$ cat src/rtl/gintv_pkg.sv
package gintv_pkg;
    localparam int REASON_W = 2;
    localparam int NSRC     = 3;
    localparam int SRC_NMI  = 0;
    localparam int SRC_EXT  = 1;
    localparam int SRC_PRIO = 2;

    typedef enum logic [REASON_W-1:0] {
        RSN_NONE   = 2'd0,
        RSN_EXT    = 2'd1,
        RSN_WINDOW = 2'd2,
        RSN_PRIO   = 2'd3
    } exit_rsn_t;

    typedef enum logic [1:0] {
        ST_RUN,
        ST_DELIVER,
        ST_EXIT,
        ST_HALTED
    } ctl_state_t;

    typedef enum logic [2:0] {
        ACT_NONE,
        ACT_NMI_DLV,
        ACT_EXT_EXIT,
        ACT_PRIO_EXIT,
        ACT_WIN_EXIT,
        ACT_EXT_DLV
    } act_t;
endpackage

$ cat src/rtl/gintv_pend.sv
module gintv_pend (
    input  logic clk,
    input  logic rst_n,
    input  logic req,
    input  logic serve,
    output logic pending
);
    logic held_q;

    always_ff @(posedge clk) begin
        if (!rst_n)
            held_q <= 1'b0;
        else if (serve)
            held_q <= 1'b0;
        else if (req)
            held_q <= 1'b1;
    end

    // a request sampled at this edge can be served at the same edge
    assign pending = held_q | req;
endmodule

$ cat src/rtl/gintv_intstate.sv
module gintv_intstate (
    input  logic clk,
    input  logic rst_n,
    input  logic insn_retire,
    input  logic ss_load,
    input  logic nmi_taken,
    input  logic iret_done,
    output logic ss_blk,
    output logic nmi_blk
);
    always_ff @(posedge clk) begin
        if (!rst_n) begin
            ss_blk <= 1'b0;
        end else if (insn_retire) begin
            // a stack-segment load arms the block; the next boundary lifts it
            ss_blk <= ss_load;
        end
    end

    always_ff @(posedge clk) begin
        if (!rst_n) begin
            nmi_blk <= 1'b0;
        end else if (nmi_taken) begin
            nmi_blk <= 1'b1;
        end else if (iret_done) begin
            nmi_blk <= 1'b0;
        end
    end
endmodule

$ cat src/rtl/gintv_prio_shadow.sv
module gintv_prio_shadow #(
    parameter int PRIO_W = 4
) (
    input  logic              clk,
    input  logic              rst_n,
    input  logic              wr_en,
    input  logic [PRIO_W-1:0] wr_data,
    input  logic              ctl_shadow,
    input  logic              long_mode,
    input  logic [PRIO_W-1:0] thresh,
    output logic [PRIO_W-1:0] shadow_q,
    output logic [PRIO_W-1:0] rd_data,
    output logic              below_hit
);
    logic path_on;
    logic wr_ok;

    assign path_on = ctl_shadow & long_mode;
    assign wr_ok   = wr_en & path_on;

    always_ff @(posedge clk) begin
        if (!rst_n)
            shadow_q <= '0;
        else if (wr_ok)
            shadow_q <= wr_data;
    end

    always_comb begin
        rd_data   = path_on ? shadow_q : '0;
        below_hit = wr_ok && (wr_data < thresh);
    end
endmodule

$ cat src/rtl/gintv_arb.sv
module gintv_arb
    import gintv_pkg::*;
(
    input  logic            clk,
    input  logic            rst_n,
    input  logic [NSRC-1:0] pend,
    input  logic            nmi_blk,
    input  logic            ss_blk,
    input  logic            guest_if,
    input  logic            ctl_ext_exit,
    input  logic            ctl_win_exit,
    input  logic            vm_resume,
    output logic [NSRC-1:0] serve,
    output logic            nmi_taken,
    output logic            dlv_strobe,
    output logic            dlv_nmi,
    output logic            exit_strobe,
    output logic [REASON_W-1:0] exit_reason
);
    ctl_state_t state_q, state_d;
    act_t       act;
    logic       nmi_q;
    exit_rsn_t  rsn_q;
    logic       ext_open;

    assign ext_open = guest_if & ~ss_blk;

    // fixed-priority pick, only while the guest runs
    always_comb begin
        act = ACT_NONE;
        if (state_q == ST_RUN) begin
            if (pend[SRC_NMI] && !nmi_blk)
                act = ACT_NMI_DLV;
            else if (pend[SRC_EXT] && ctl_ext_exit)
                act = ACT_EXT_EXIT;
            else if (pend[SRC_PRIO])
                act = ACT_PRIO_EXIT;
            else if (ctl_win_exit && ext_open)
                act = ACT_WIN_EXIT;
            else if (pend[SRC_EXT] && ext_open)
                act = ACT_EXT_DLV;
        end
    end

    always_comb begin
        serve           = '0;
        serve[SRC_NMI]  = (act == ACT_NMI_DLV);
        serve[SRC_EXT]  = (act == ACT_EXT_EXIT) || (act == ACT_EXT_DLV);
        serve[SRC_PRIO] = (act == ACT_PRIO_EXIT);
        nmi_taken       = (act == ACT_NMI_DLV);
    end

    always_comb begin
        state_d = state_q;
        unique case (state_q)
            ST_RUN: begin
                unique case (act)
                    ACT_NMI_DLV, ACT_EXT_DLV:                 state_d = ST_DELIVER;
                    ACT_EXT_EXIT, ACT_PRIO_EXIT, ACT_WIN_EXIT: state_d = ST_EXIT;
                    default:                                  state_d = ST_RUN;
                endcase
            end
            ST_DELIVER: state_d = ST_RUN;
            ST_EXIT:    state_d = ST_HALTED;
            ST_HALTED:  state_d = vm_resume ? ST_RUN : ST_HALTED;
        endcase
    end

    // state register
    always_ff @(posedge clk) begin
        if (!rst_n)
            state_q <= ST_RUN;
        else
            state_q <= state_d;
    end

    // capture of what was picked, shown while the strobe state lasts
    always_ff @(posedge clk) begin
        if (!rst_n) begin
            nmi_q <= 1'b0;
            rsn_q <= RSN_NONE;
        end else if (state_q == ST_RUN) begin
            nmi_q <= (act == ACT_NMI_DLV);
            unique case (act)
                ACT_EXT_EXIT:  rsn_q <= RSN_EXT;
                ACT_PRIO_EXIT: rsn_q <= RSN_PRIO;
                ACT_WIN_EXIT:  rsn_q <= RSN_WINDOW;
                default:       rsn_q <= RSN_NONE;
            endcase
        end
    end

    // outputs
    always_comb begin
        dlv_strobe  = (state_q == ST_DELIVER);
        dlv_nmi     = (state_q == ST_DELIVER) & nmi_q;
        exit_strobe = (state_q == ST_EXIT);
        exit_reason = (state_q == ST_EXIT) ? rsn_q : RSN_NONE;
    end
endmodule

$ cat src/rtl/gintv_ctrl.sv
module gintv_ctrl
    import gintv_pkg::*;
#(
    parameter int PRIO_W = 4
) (
    input  logic              clk,
    input  logic              rst_n,
    input  logic              ext_req,
    input  logic              nmi_req,
    input  logic              iret_done,
    input  logic              insn_retire,
    input  logic              ss_load,
    input  logic              guest_if,
    input  logic              long_mode,
    input  logic              vm_resume,
    input  logic              ctl_ext_exit,
    input  logic              ctl_win_exit,
    input  logic              ctl_prio_shadow,
    input  logic [PRIO_W-1:0] prio_thresh,
    input  logic              prio_wr_en,
    input  logic [PRIO_W-1:0] prio_wr_data,
    output logic [PRIO_W-1:0] prio_rd_data,
    output logic              dlv_strobe,
    output logic              dlv_nmi,
    output logic              exit_strobe,
    output logic [REASON_W-1:0] exit_reason
);
    logic [NSRC-1:0]   req_v;
    logic [NSRC-1:0]   serve_v;
    logic [NSRC-1:0]   pend_v;
    logic              prio_hit;
    logic              nmi_taken;
    logic              ss_blk;
    logic              nmi_blk;
    logic [PRIO_W-1:0] shadow_q;

    gintv_prio_shadow #(.PRIO_W(PRIO_W)) u_shadow (
        .clk        (clk),
        .rst_n      (rst_n),
        .wr_en      (prio_wr_en),
        .wr_data    (prio_wr_data),
        .ctl_shadow (ctl_prio_shadow),
        .long_mode  (long_mode),
        .thresh     (prio_thresh),
        .shadow_q   (shadow_q),
        .rd_data    (prio_rd_data),
        .below_hit  (prio_hit)
    );

    always_comb begin
        req_v           = '0;
        req_v[SRC_NMI]  = nmi_req;
        req_v[SRC_EXT]  = ext_req;
        req_v[SRC_PRIO] = prio_hit;
    end

    for (genvar g = 0; g < NSRC; g++) begin : g_pend
        gintv_pend u_pend (
            .clk     (clk),
            .rst_n   (rst_n),
            .req     (req_v[g]),
            .serve   (serve_v[g]),
            .pending (pend_v[g])
        );
    end

    gintv_intstate u_intstate (
        .clk         (clk),
        .rst_n       (rst_n),
        .insn_retire (insn_retire),
        .ss_load     (ss_load),
        .nmi_taken   (nmi_taken),
        .iret_done   (iret_done),
        .ss_blk      (ss_blk),
        .nmi_blk     (nmi_blk)
    );

    gintv_arb u_arb (
        .clk          (clk),
        .rst_n        (rst_n),
        .pend         (pend_v),
        .nmi_blk      (nmi_blk),
        .ss_blk       (ss_blk),
        .guest_if     (guest_if),
        .ctl_ext_exit (ctl_ext_exit),
        .ctl_win_exit (ctl_win_exit),
        .vm_resume    (vm_resume),
        .serve        (serve_v),
        .nmi_taken    (nmi_taken),
        .dlv_strobe   (dlv_strobe),
        .dlv_nmi      (dlv_nmi),
        .exit_strobe  (exit_strobe),
        .exit_reason  (exit_reason)
    );
endmodule

$ cat config.mk
export PLATFORM = sky130hd
export DESIGN_NAME = gintv_ctrl
export DESIGN_NICKNAME = d
export VERILOG_FILES = /design/src/rtl/gintv_pkg.sv /design/src/rtl/gintv_pend.sv /design/src/rtl/gintv_intstate.sv /design/src/rtl/gintv_prio_shadow.sv /design/src/rtl/gintv_arb.sv /design/src/rtl/gintv_ctrl.sv
export SDC_FILE = /design/constraint.sdc
export NUM_CORES = 1
export LEC_CHECK = 0
export ABC_AREA = 1
export BUFFER_PORTS_ARGS = -buffer_cell sky130_fd_sc_hd__buf_2
export CAP_MARGIN = 20
export CORE_UTILIZATION = 30
export DETAILED_ROUTE_END_ITERATION = 8
export GPL_ROUTABILITY_DRIVEN = 0
export MAX_ROUTING_LAYER = met4
export PLACE_DENSITY = 0.53
export SLEW_MARGIN = 20
export SYNTH_ARGS = -nofsm -noshare
export SYNTH_HDL_FRONTEND = slang
export SYNTH_SLANG_ARGS = --single-unit
$ cat constraint.sdc
create_clock -name clk -period 1.5 [get_ports clk]
set_input_delay 0.3 -clock clk [delete_from_list [all_inputs] [get_ports clk]]
set_output_delay 0.3 -clock clk [all_outputs]
set_load 0.02 [all_outputs]
== After elaboration in Yosys (flattened, before gate mapping) ==
Cells that the tools add are included.
Storage, ports and cells
  memories kept: 0
  input port bits: 22
  bits in registers: 14
  bits in latches: 0
  logic and storage cells: 55
  ROM bits: 0
  RAM bits: 0
  output and inout port bits: 9
Operators by class
  shifts and indexed selects: 0
  reduce and logical (&&, ||, !) cells: 14
  divide/modulo/power cells: 0
  equal/unequal tests: 8
  bitwise logic cells: 9
  multiply operators: 0
  $add $sub $neg: 0
  order comparisons: 1
  muxes and demuxes: 14
Operators by type and width (count)
  3-bit two-way mux: 6
  2-bit one-hot mux with 4 select lines: 1
  2-bit OR reduction: 4
  3-bit by 2-bit == test with 1-bit output, second input constant: 2
  3-bit == test, second input constant: 2
  2-bit one-hot mux with 3 select lines: 1
  1-bit logical AND: 5
  1-bit bitwise AND: 4
  2-bit == test, second input constant: 2
  4-bit < comparator: 1
  2-bit two-way mux: 2
  4-bit two-way mux: 1
  2-bit one-hot mux with 2 select lines: 1
  3-bit by 1-bit == test with 1-bit output, second input constant: 1
  1-bit OR: 3
  3-bit OR reduction: 1
  2-bit by 1-bit == test with 1-bit output, second input constant: 1
  2-bit zero test: 1
  1-bit two-way mux: 2
  1-bit inverter: 2
  2-bit nonzero test: 1
  1-bit zero test: 1
  1-bit logical OR: 1

== Logic depth before layout (Yosys ltp) ==
Gate-level depths: netlist (run 1).
  word-level depth: 13
  mapped depth: 12

== Hierarchy ==
Synthesis (run 1) repeated with hierarchy kept, for this count alone.
Second synthesis, totals
  cell total of the unflattened synthesis: 137
  area, all modules: 868.3 µm²
By module, submodules not included
  gintv_arb: area each 372.9 µm², times used 1, cells an instance 62, sequential area each 100.1 µm²
  gintv_prio_shadow: area each 291.5 µm², times used 1, cells an instance 46, sequential area each 80.1 µm²
  gintv_pend: area each 41.3 µm², times used 3, cells an instance 6, sequential area each 20.0 µm²
  gintv_intstate: area each 80.1 µm², times used 1, cells an instance 11, sequential area each 40.0 µm²

== Least setup slack after synthesis (run 1) ==
No wires, ideal clock.
  path type: input to register
  from: input port prio_thresh[3]
  to: register g_pend[1].u_pend.held_q
  path buffers: 0
  stages: 11
  setup slack: 0.037 ns
  setup time: 0.113 ns
  data arrival time: 1.350 ns
  cell sequence: inv_1 -> ha_1 -> a21o_1 -> nor2_4 -> nand2_2 -> nand3_2 -> nand2_4 -> nand2_4 -> nand2_2 -> o21ai_1 -> inv_1
Between the ends
  longest elaborated chain between the ends: 10
  elaborated cells on any way between the ends: 11
  those cells by class: 1 x order compare; 2 x eq/ne; 4 x mux; 1 x bitwise; 3 x reduce/logical
RTL lines
  start: declaration: RTL line gintv_ctrl.sv:19  | input logic [PRIO_W-1:0] prio_thresh,
  4-bit < comparator (*): RTL line gintv_prio_shadow.sv:30  | below_hit = wr_ok && (wr_data < thresh);
  1-bit logical AND (*): RTL line gintv_prio_shadow.sv:30
  1-bit OR (*): RTL line gintv_pend.sv:20  | assign pending = held_q | req;
  3-bit two-way mux (*): RTL line gintv_arb.sv:36  | else if (pend[SRC_PRIO])
  3-bit two-way mux (*): RTL line gintv_arb.sv:34  | else if (pend[SRC_EXT] && ctl_ext_exit)
  3-bit two-way mux (*): RTL line gintv_arb.sv:32  | if (pend[SRC_NMI] && !nmi_blk)
  3-bit two-way mux (*): RTL line gintv_arb.sv:31  | if (state_q == ST_RUN) begin
  3-bit by 2-bit == test with 1-bit output / 3-bit == test (equally long branches): RTL line gintv_arb.sv:48  | serve[SRC_EXT] = (act == ACT_EXT_EXIT) || (act == ACT_EXT_DLV);
  1-bit logical OR (*): RTL line gintv_arb.sv:48
  2-bit OR reduction (no source line) (*)
  end signal: assignment: RTL line gintv_pend.sv:12  | held_q <= 1'b0;
  end signal: assignment: RTL line gintv_pend.sv:14  | held_q <= 1'b0;
  end signal: assignment: RTL line gintv_pend.sv:16  | held_q <= 1'b1;
  end: declaration: RTL line gintv_pend.sv:8  | logic held_q;
Mark *: on every way between the ends. The rest lies on a longest branch, timed or not.
A chain may end at the register's enable or synchronous reset.

== Worst setup path in the final report (run 1) ==
  from: register u_arb.state_q[1]
  to: output port dlv_nmi
Between the ends
  longest elaborated chain between the ends: 2
RTL lines
  start: declaration: RTL line gintv_arb.sv:20  | ctl_state_t state_q, state_d;
  start signal: assignment: RTL line gintv_arb.sv:74  | state_q <= state_d;
  2-bit by 1-bit == test with 1-bit output: RTL line gintv_arb.sv:96  | dlv_nmi = (state_q == ST_DELIVER) & nmi_q;
  1-bit bitwise AND: RTL line gintv_arb.sv:96
  end: declaration: RTL line gintv_ctrl.sv:24  | output logic dlv_nmi,
No other way between the ends.

==> summary.md, run 1 <==
| Metric | Value |
|---|---|
| Vias in the first global route | `695` |
| Largest stage delay, worst path | `340 ps` |
| Most common cell in the netlist | `inv_1` |
| Layout filler cell count | `284` |
| Cell-by-cell trace of the critical path | `buf_4, nor3_1, buf_2` |
| Leakage power | `0.588 nW` |
| Final Routed Wirelength | `1680 µm` |
| Placed Cells | `176` |
| Clk sink count | `14` |
| Clk_skew | `2.55 ps` |
| H-tree depth | `1` |
| Slew Limit Headroom | `84.9%` |
| Yosys warnings | `0` |
| Final Non-Filler Cells | `181` |
| Worst path buffer plus inverter count | `2` |
| CP delay by family, top | `flip-flops` |
| GRT overflow | `0` |
| Routed Antenna Nets | `0` |
| Worst-path maximum fanout | `3` |
| Outcome | `finished clean` |
| Dpl hpwl | `1410 µm` |
| Nets | `177` |
| Register area share after synthesis | `33.7%` |
| Crit Path Class | `reg2out` |
| CTS clock-pin slew for the worst setup and hold paths | `80 ps` |
| Share of layout cells above drive strength 1 | `39.7%` |
| Die ar. | `0.00299 mm²` |
| Period utilisation layout | `94.0%` |
| GRT Overall Usage | `14.4%` |
| # IOs | `31` |
| Setup slack at placement | `-136 ps` |
| Die H | `54.7 µm` |
| Final core utilization | `43.4%` |
| Worst Path Required | `1200 ps` |
| Mapped Nets | `139` |
| Total Power | `1.47 mW` |
| Buffers on Ports | `30` |
| Hold Fails Final Rpt | `0` |
| Site Rows | `18` |
| Asr flop ratio synth | `0%` |
| Post-synth EDFFs | `0` |
| Setup WS post-layout | `89.3 ps` |
| Worst VDD drop | `0.000766 V` |
| Antenna violations before repair | `0` |
| Least-Margin Pin Slew | `226 ps` |
| CTS Hold Buffers Added | `0` |
| CP startpoint kind | `flop` |
| Number of DRC markers in iteration 0 | `1` |
| Skew-Pair Late Insertion Delay | `280 ps` |
| CTS tree | `built` |
| Largest area contributor in the netlist | `dfxtp_1` |
| Post-synth top flop | `dfxtp_1` |
| Final setup fails | `0` |
| Drt wl/cell | `9.27 µm` |
| Vias per std cell | `4.31` |
| Synthesized area | `832 µm²` |
| Max Root-Sink Buffers | `2` |
| Drt drc | `0` |
| Netlist cell types | `23` |
| Instance count of the mapped netlist | `114` |
| P per Cell Area | `1330 mW/mm²` |
| Top cells by area, synth | `dfxtp_1, inv_1, a21oi_1` |
| Most instantiated cells after synthesis | `inv_1, dfxtp_1, a21oi_1, nand2_1, nor2_1` |
| Avg Inst Size Synth | `7.30 µm²` |
| Horiz. Die Dim | `54.7 µm` |
| Root buffer cell | `clkbuf_4` |
| DR vias | `780` |
| Initial core utilization | `32.7%` |
| Synth Register Bits | `14` |
| Layout Area Growth over Synthesis | `32.6%` |
| CP Capture Type | `output pin` |
| Share of the synthesized area in the top cell type | `33.7%` |
| First-pass GRT wire length | `2910 µm` |
| Final worst path period need | `1410 ps` |
| WP data arrival | `1110 ps` |
| DR pass1 iterations | `4` |
| Core area | `0.00254 mm²` |
| Largest net degree at the start of global routing | `9` |
| F_max | `0.709 GHz` |
| Max Slew Vio Count | `0` |
| Slowest-stage cell, CP | `dfxtp_2` |
| ANT cells | `0` |
| HP Class | `in2reg` |
| # Max-Cap Violations | `0` |
| TritonCTS Buffers | `3` |
cell families after synthesis:
logic type / after synthesis / share of synthesized area (%)
and+or+nand+nor: 44 / 32.9
adders and majority gates: 3 / 4.51
buffers and inverters: 30 / 13.5
AOI/OAI and AO/OA: 23 / 15.3
DFF: 14 / 33.7
state kept, by name (all words and copies together), names as in the netlist:
name                  flops
u_arb.nmi_q               1
u_intstate.ss_blk         1
u_intstate.nmi_blk        1
u_arb.state_q             2
g_pend.u_pend.held_q      3
u_arb.rsn_q               2
u_shadow.shadow_q         4
final timing paths:
path	startpoint	endpoint	slack, ps	cells past startpoint
setup / recovery	u_arb.state_q[1]$_SDFF_PN0_	dlv_nmi	90	3
hold / removal	insn_retire	u_intstate.ss_blk$_SDFFE_PN0P_	200	2
setup reg to reg	u_arb.state_q[0]$_SDFF_PN0_	u_arb.state_q[1]$_SDFF_PN0_	210	7
hold reg to reg	u_shadow.shadow_q[1]$_SDFFE_PN0P_	u_shadow.shadow_q[1]$_SDFFE_PN0P_	460	2
cells in the final DEF (no fill, tap or decap), drive strengths merged:
cell,Yosys,final
nor3,1,1
clkbuf,0,4
a21o,1,1
nand3,8,8
a211oi,1,1
o21ai,6,6
nand4,1,1
ha,3,3
nor2,14,14
inv,30,30
a21oi,14,14
a221oi,1,1
dfxtp,14,14
or2,1,1
buf,0,33
nand2,19,19
report_power, final:
group          switching, mW  internal (mW)  total (mW)
registers             0.0508          0.464       0.515
clock network          0.123          0.148       0.271
logic                  0.426          0.260       0.686
final cells by class:
class                   count  area, µm²  share of cell area, %
clock buffers               4       36.3                   3.29
multi-input cells          70        454                   41.2
repair buffers             33        181                   16.4
flip-flops and latches     14        282                   25.5
well taps                  30       37.5                   3.40
inverters                  30        113                   10.2
metal layers:
metal / vias to the layer above / track usage, % / wire length (µm)
li1: 428 / - / -
met2: 12 / 21.1 / 767
met1: 336 / 17.6 / 798
met3: 4 / 6.39 / 96
met4: 0 / 3.85 / 17
met5: - / - / 0
timing repair:
item | 4_1_cts | 5_1_grt
gates resized for setup | 0 | 10
hold endpoints to repair | 0 | 0
setup buffers | 0 | 1
endpoints found under the setup margin | 0 | 2
worst reg2reg max path, cell delays in order (launching register included):
cell and delay, ps:
dfxtp_1 360, nor2_2 190, nand2_1 100, nor2_1 100
nand4_1 170, nand3_2 110, nand3_2 80, a21oi_1 120
metrics by stage:
stage / TNS [ps] / area (µm²) / hold slack, ps
final: 0 / 1100 / 196
after detailed placement: -669 / 1030 / 450
after global routing: -4.31 / 1100 / 182
after CTS: 0 / 1070 / 183
after floorplan: 0 / 832 / 393
after global placement: -411 / 1030 / 449
No activity file was read; power rests on OpenSTA's default activity.
==> run 2, diff against run 1 <==
--- a/config.mk
+++ b/config.mk
@@ -9,10 +9,12 @@
 export BUFFER_PORTS_ARGS = -buffer_cell sky130_fd_sc_hd__buf_2
 export CAP_MARGIN = 20
 export CORE_UTILIZATION = 30
+export CTS_BUF_LIST = sky130_fd_sc_hd__clkbuf_4
 export DETAILED_ROUTE_END_ITERATION = 8
 export GPL_ROUTABILITY_DRIVEN = 0
 export MAX_ROUTING_LAYER = met4
 export PLACE_DENSITY = 0.53
+export SKIP_LAST_GASP = 1
 export SLEW_MARGIN = 20
 export SYNTH_ARGS = -nofsm -noshare
 export SYNTH_HDL_FRONTEND = slang
==> constraint.sdc (replaced) <==
create_clock -name clk -period 1.5 [get_ports clk]
set_input_delay 0.3 -clock clk [delete_from_list [all_inputs] [get_ports clk]]
set_output_delay 0.3 -clock clk [all_outputs]
set_load 0.05 [all_outputs]
==> run 2 against run 1 <==
Flip-flop and latch count did not move; clock skew fell by 1.4 ps; clock power fell by 21%; utilization fell by 1.0 points; worst setup slack got worse by 17 ps; die area did not move; non-clock buffer count fell by 2; sequential power rose by 2%; sequential share of layout area rose by 0.97 points; largest cell class unchanged.
==> summary.md, run 2 (synthesis results as in run 1) <==
| Metric | Value |
|---|---|
| Routed Antenna Nets | `0 (unchanged)` |
| Max Slew Vio Count | `0 (unchanged)` |
| CP startpoint kind | `flop` |
| Period utilisation layout | `95.2% (+1.1 points)` |
| Die ar. | `0.00299 mm² (unchanged)` |
| Dpl hpwl | `1330 µm (-5.5%)` |
| WP data arrival | `1130 ps (+20 ps)` |
| Total Power | `1.48 mW (+0.41%)` |
| CTS clock-pin slew for the worst setup and hold paths | `80 ps (about the same)` |
| RSZ-0062 raised after global routing | `false` |
| DR pass1 iterations | `4 (unchanged)` |
| Number of DRC markers in iteration 0 | `7 (+6)` |
| GRT Overall Usage | `13.0% (-1.3 points)` |
| ANT cells | `0 (unchanged)` |
| Skew-Pair Late Insertion Delay | `280 ps (about the same)` |
| WL met1 | `815 µm (+2.1%)` |
| H-tree depth | `1 (unchanged)` |
| Layout Area Growth over Synthesis | `29.5%` |
| Antenna violations before repair | `0 (unchanged)` |
| CTS tree | `built` |
| Drt wl/cell | `9.31 µm (+0.47%)` |
| GRT overflow | `0 (unchanged)` |
| Initial core utilization | `32.7% (unchanged)` |
| Multi-input gate area | `447 µm² (-1.7%)` |
| Clk sink count | `14 (unchanged)` |
| Layout filler cell count | `284 (unchanged)` |
| Final setup fails | `0 (unchanged)` |
| Root buffer cell | `clkbuf_4` |
| # Max-Cap Violations | `0 (unchanged)` |
| Vias per std cell | `4.43 (+2.9%)` |
| Met2 wire len | `707 µm (-7.8%)` |
| Worst-path maximum fanout | `4 (+1)` |
| Final worst path period need | `1430 ps (+17.1 ps)` |
| Hold Fails Final Rpt | `0 (unchanged)` |
| Wire length on met3 | `75 µm (-22%)` |
| Final Routed Wirelength | `1660 µm (-1.2%)` |
| Buffers on Ports | `30 (unchanged)` |
| Leakage power | `0.571 nW (-2.8%)` |
| CP Capture Type | `output pin` |
| Nets | `175 (-1.1%)` |
| Slew Limit Headroom | `83.4% (-1.5 points)` |
| Largest stage delay, worst path | `370 ps (+30 ps)` |
| Max reg flops | `4 (unchanged)` |
| Most frequent cells in the layout | `inv_1, buf_2, nand2_1, a21oi_1, dfxtp_1` |
| Horiz. Die Dim | `54.7 µm (unchanged)` |
| Largest net degree at the start of global routing | `10 (+1)` |
| Share of layout cells above drive strength 1 | `39.9% (+0.13 points)` |
| Worst VDD drop | `0.000639 V (-17%)` |
| Site Rows | `18 (unchanged)` |
| Largest Register | `u_shadow.shadow_q` |
| FF+latch area | `285 µm² (+1.3%)` |
| Slowest-stage cell, CP | `dfxtp_4` |
| Drt drc | `0 (unchanged)` |
| Core area | `0.00254 mm² (unchanged)` |
| Worst path buffer plus inverter count | `3 (+1)` |
| Die H | `54.7 µm (unchanged)` |
| Final core utilization | `42.3% (-1.0 points)` |
| CTS Hold Buffers Added | `0 (unchanged)` |
| P per Cell Area | `1370 mW/mm² (+2.9%)` |
| Clk_skew | `1.14 ps (-1.42 ps)` |
| Crit Path Class | `reg2out` |
| HP Class | `in2reg` |
| Vias in the first global route | `651 (-6.3%)` |
| Least-Margin Pin Slew | `250 ps (+24.6 ps)` |
| Outcome | `finished clean` |
| Cell-by-cell trace of the critical path | `inv_2, nor2_2, inv_2, nor2_2, buf_6` |
| DR vias | `789 (+1.2%)` |
| F_max | `0.700 GHz (-1.2%)` |
| CP delay by family, top | `flip-flops` |
| Highest routed layer | `met4` |
| Setup TNS | `0 ps (unchanged)` |
| Largest regs | `u_shadow.shadow_q (4), g_pend.u_pend.held_q (3)` |
| TritonCTS Buffers | `3 (unchanged)` |
| # IOs | `31 (unchanged)` |
| First-pass GRT wire length | `2650 µm (-9.0%)` |
| Max Root-Sink Buffers | `2 (unchanged)` |
| Worst Path Required | `1200 ps (about the same)` |
==> run 2: report_power, final <==
group | total, mW | internal [mW] | switching, mW
registers | 0.525 | 0.473 | 0.0524
clock network | 0.214 | 0.0933 | 0.121
logic | 0.739 | 0.244 | 0.496
==> run 2: path summary, 6_finish.rpt <==
check / start / endpoint / slack, ps / depth (start not counted)
min: insn_retire / u_intstate.ss_blk$_SDFFE_PN0P_ / 200 / 2
max: u_arb.state_q[1]$_SDFF_PN0_ / exit_reason[0] / 70 / 5
max reg2reg: g_pend[0].u_pend.held_q$_SDFFE_PP0P_ / u_arb.state_q[1]$_SDFF_PN0_ / 210 / 9
min reg2reg: u_shadow.shadow_q[3]$_SDFFE_PN0P_ / u_shadow.shadow_q[3]$_SDFFE_PN0P_ / 460 / 2
==> run 2: per-stage QoR <==
| stage | area [µm²] | hold slack [ps] | instances | worst slack (ps) |
|---|---|---|---|---|
| 2_1_floorplan | 840 | 393 | 114 | -281 |
| 6_report | 1080 | 202 | 178 | 72.2 |
| 4_1_cts | 1060 | 186 | 178 | -0.781 |
| 5_1_grt | 1080 | 208 | 178 | 5.93 |
| 3_5_place_dp | 1030 | 450 | 175 | -112 |
| 3_3_place_gp | 1030 | 442 | 175 | -92.0 |
==> run 2: final cells by class <==
class                      instances  area share [%]
inverter                          30            10.5
multi-input combinational         70            41.5
tap                               30            3.48
sequential                        14            26.5
timing repair buffer              31            16.0
clock buffer                       3            2.09
==> run 2: what timing repair did <==
action / CTS / global route
buffers inserted: 0 / 0
endpoints found under the setup margin: 2 / 3
resized for setup: 2 / 9
pin swaps: 0 / 1
==> run 2: metal layers <==
layer  vias up  GRT usage (%)
li1        424              -
met2        19           18.3
met3         5          0.833
met1       341           17.0
met5         -              -
met4         0           10.3
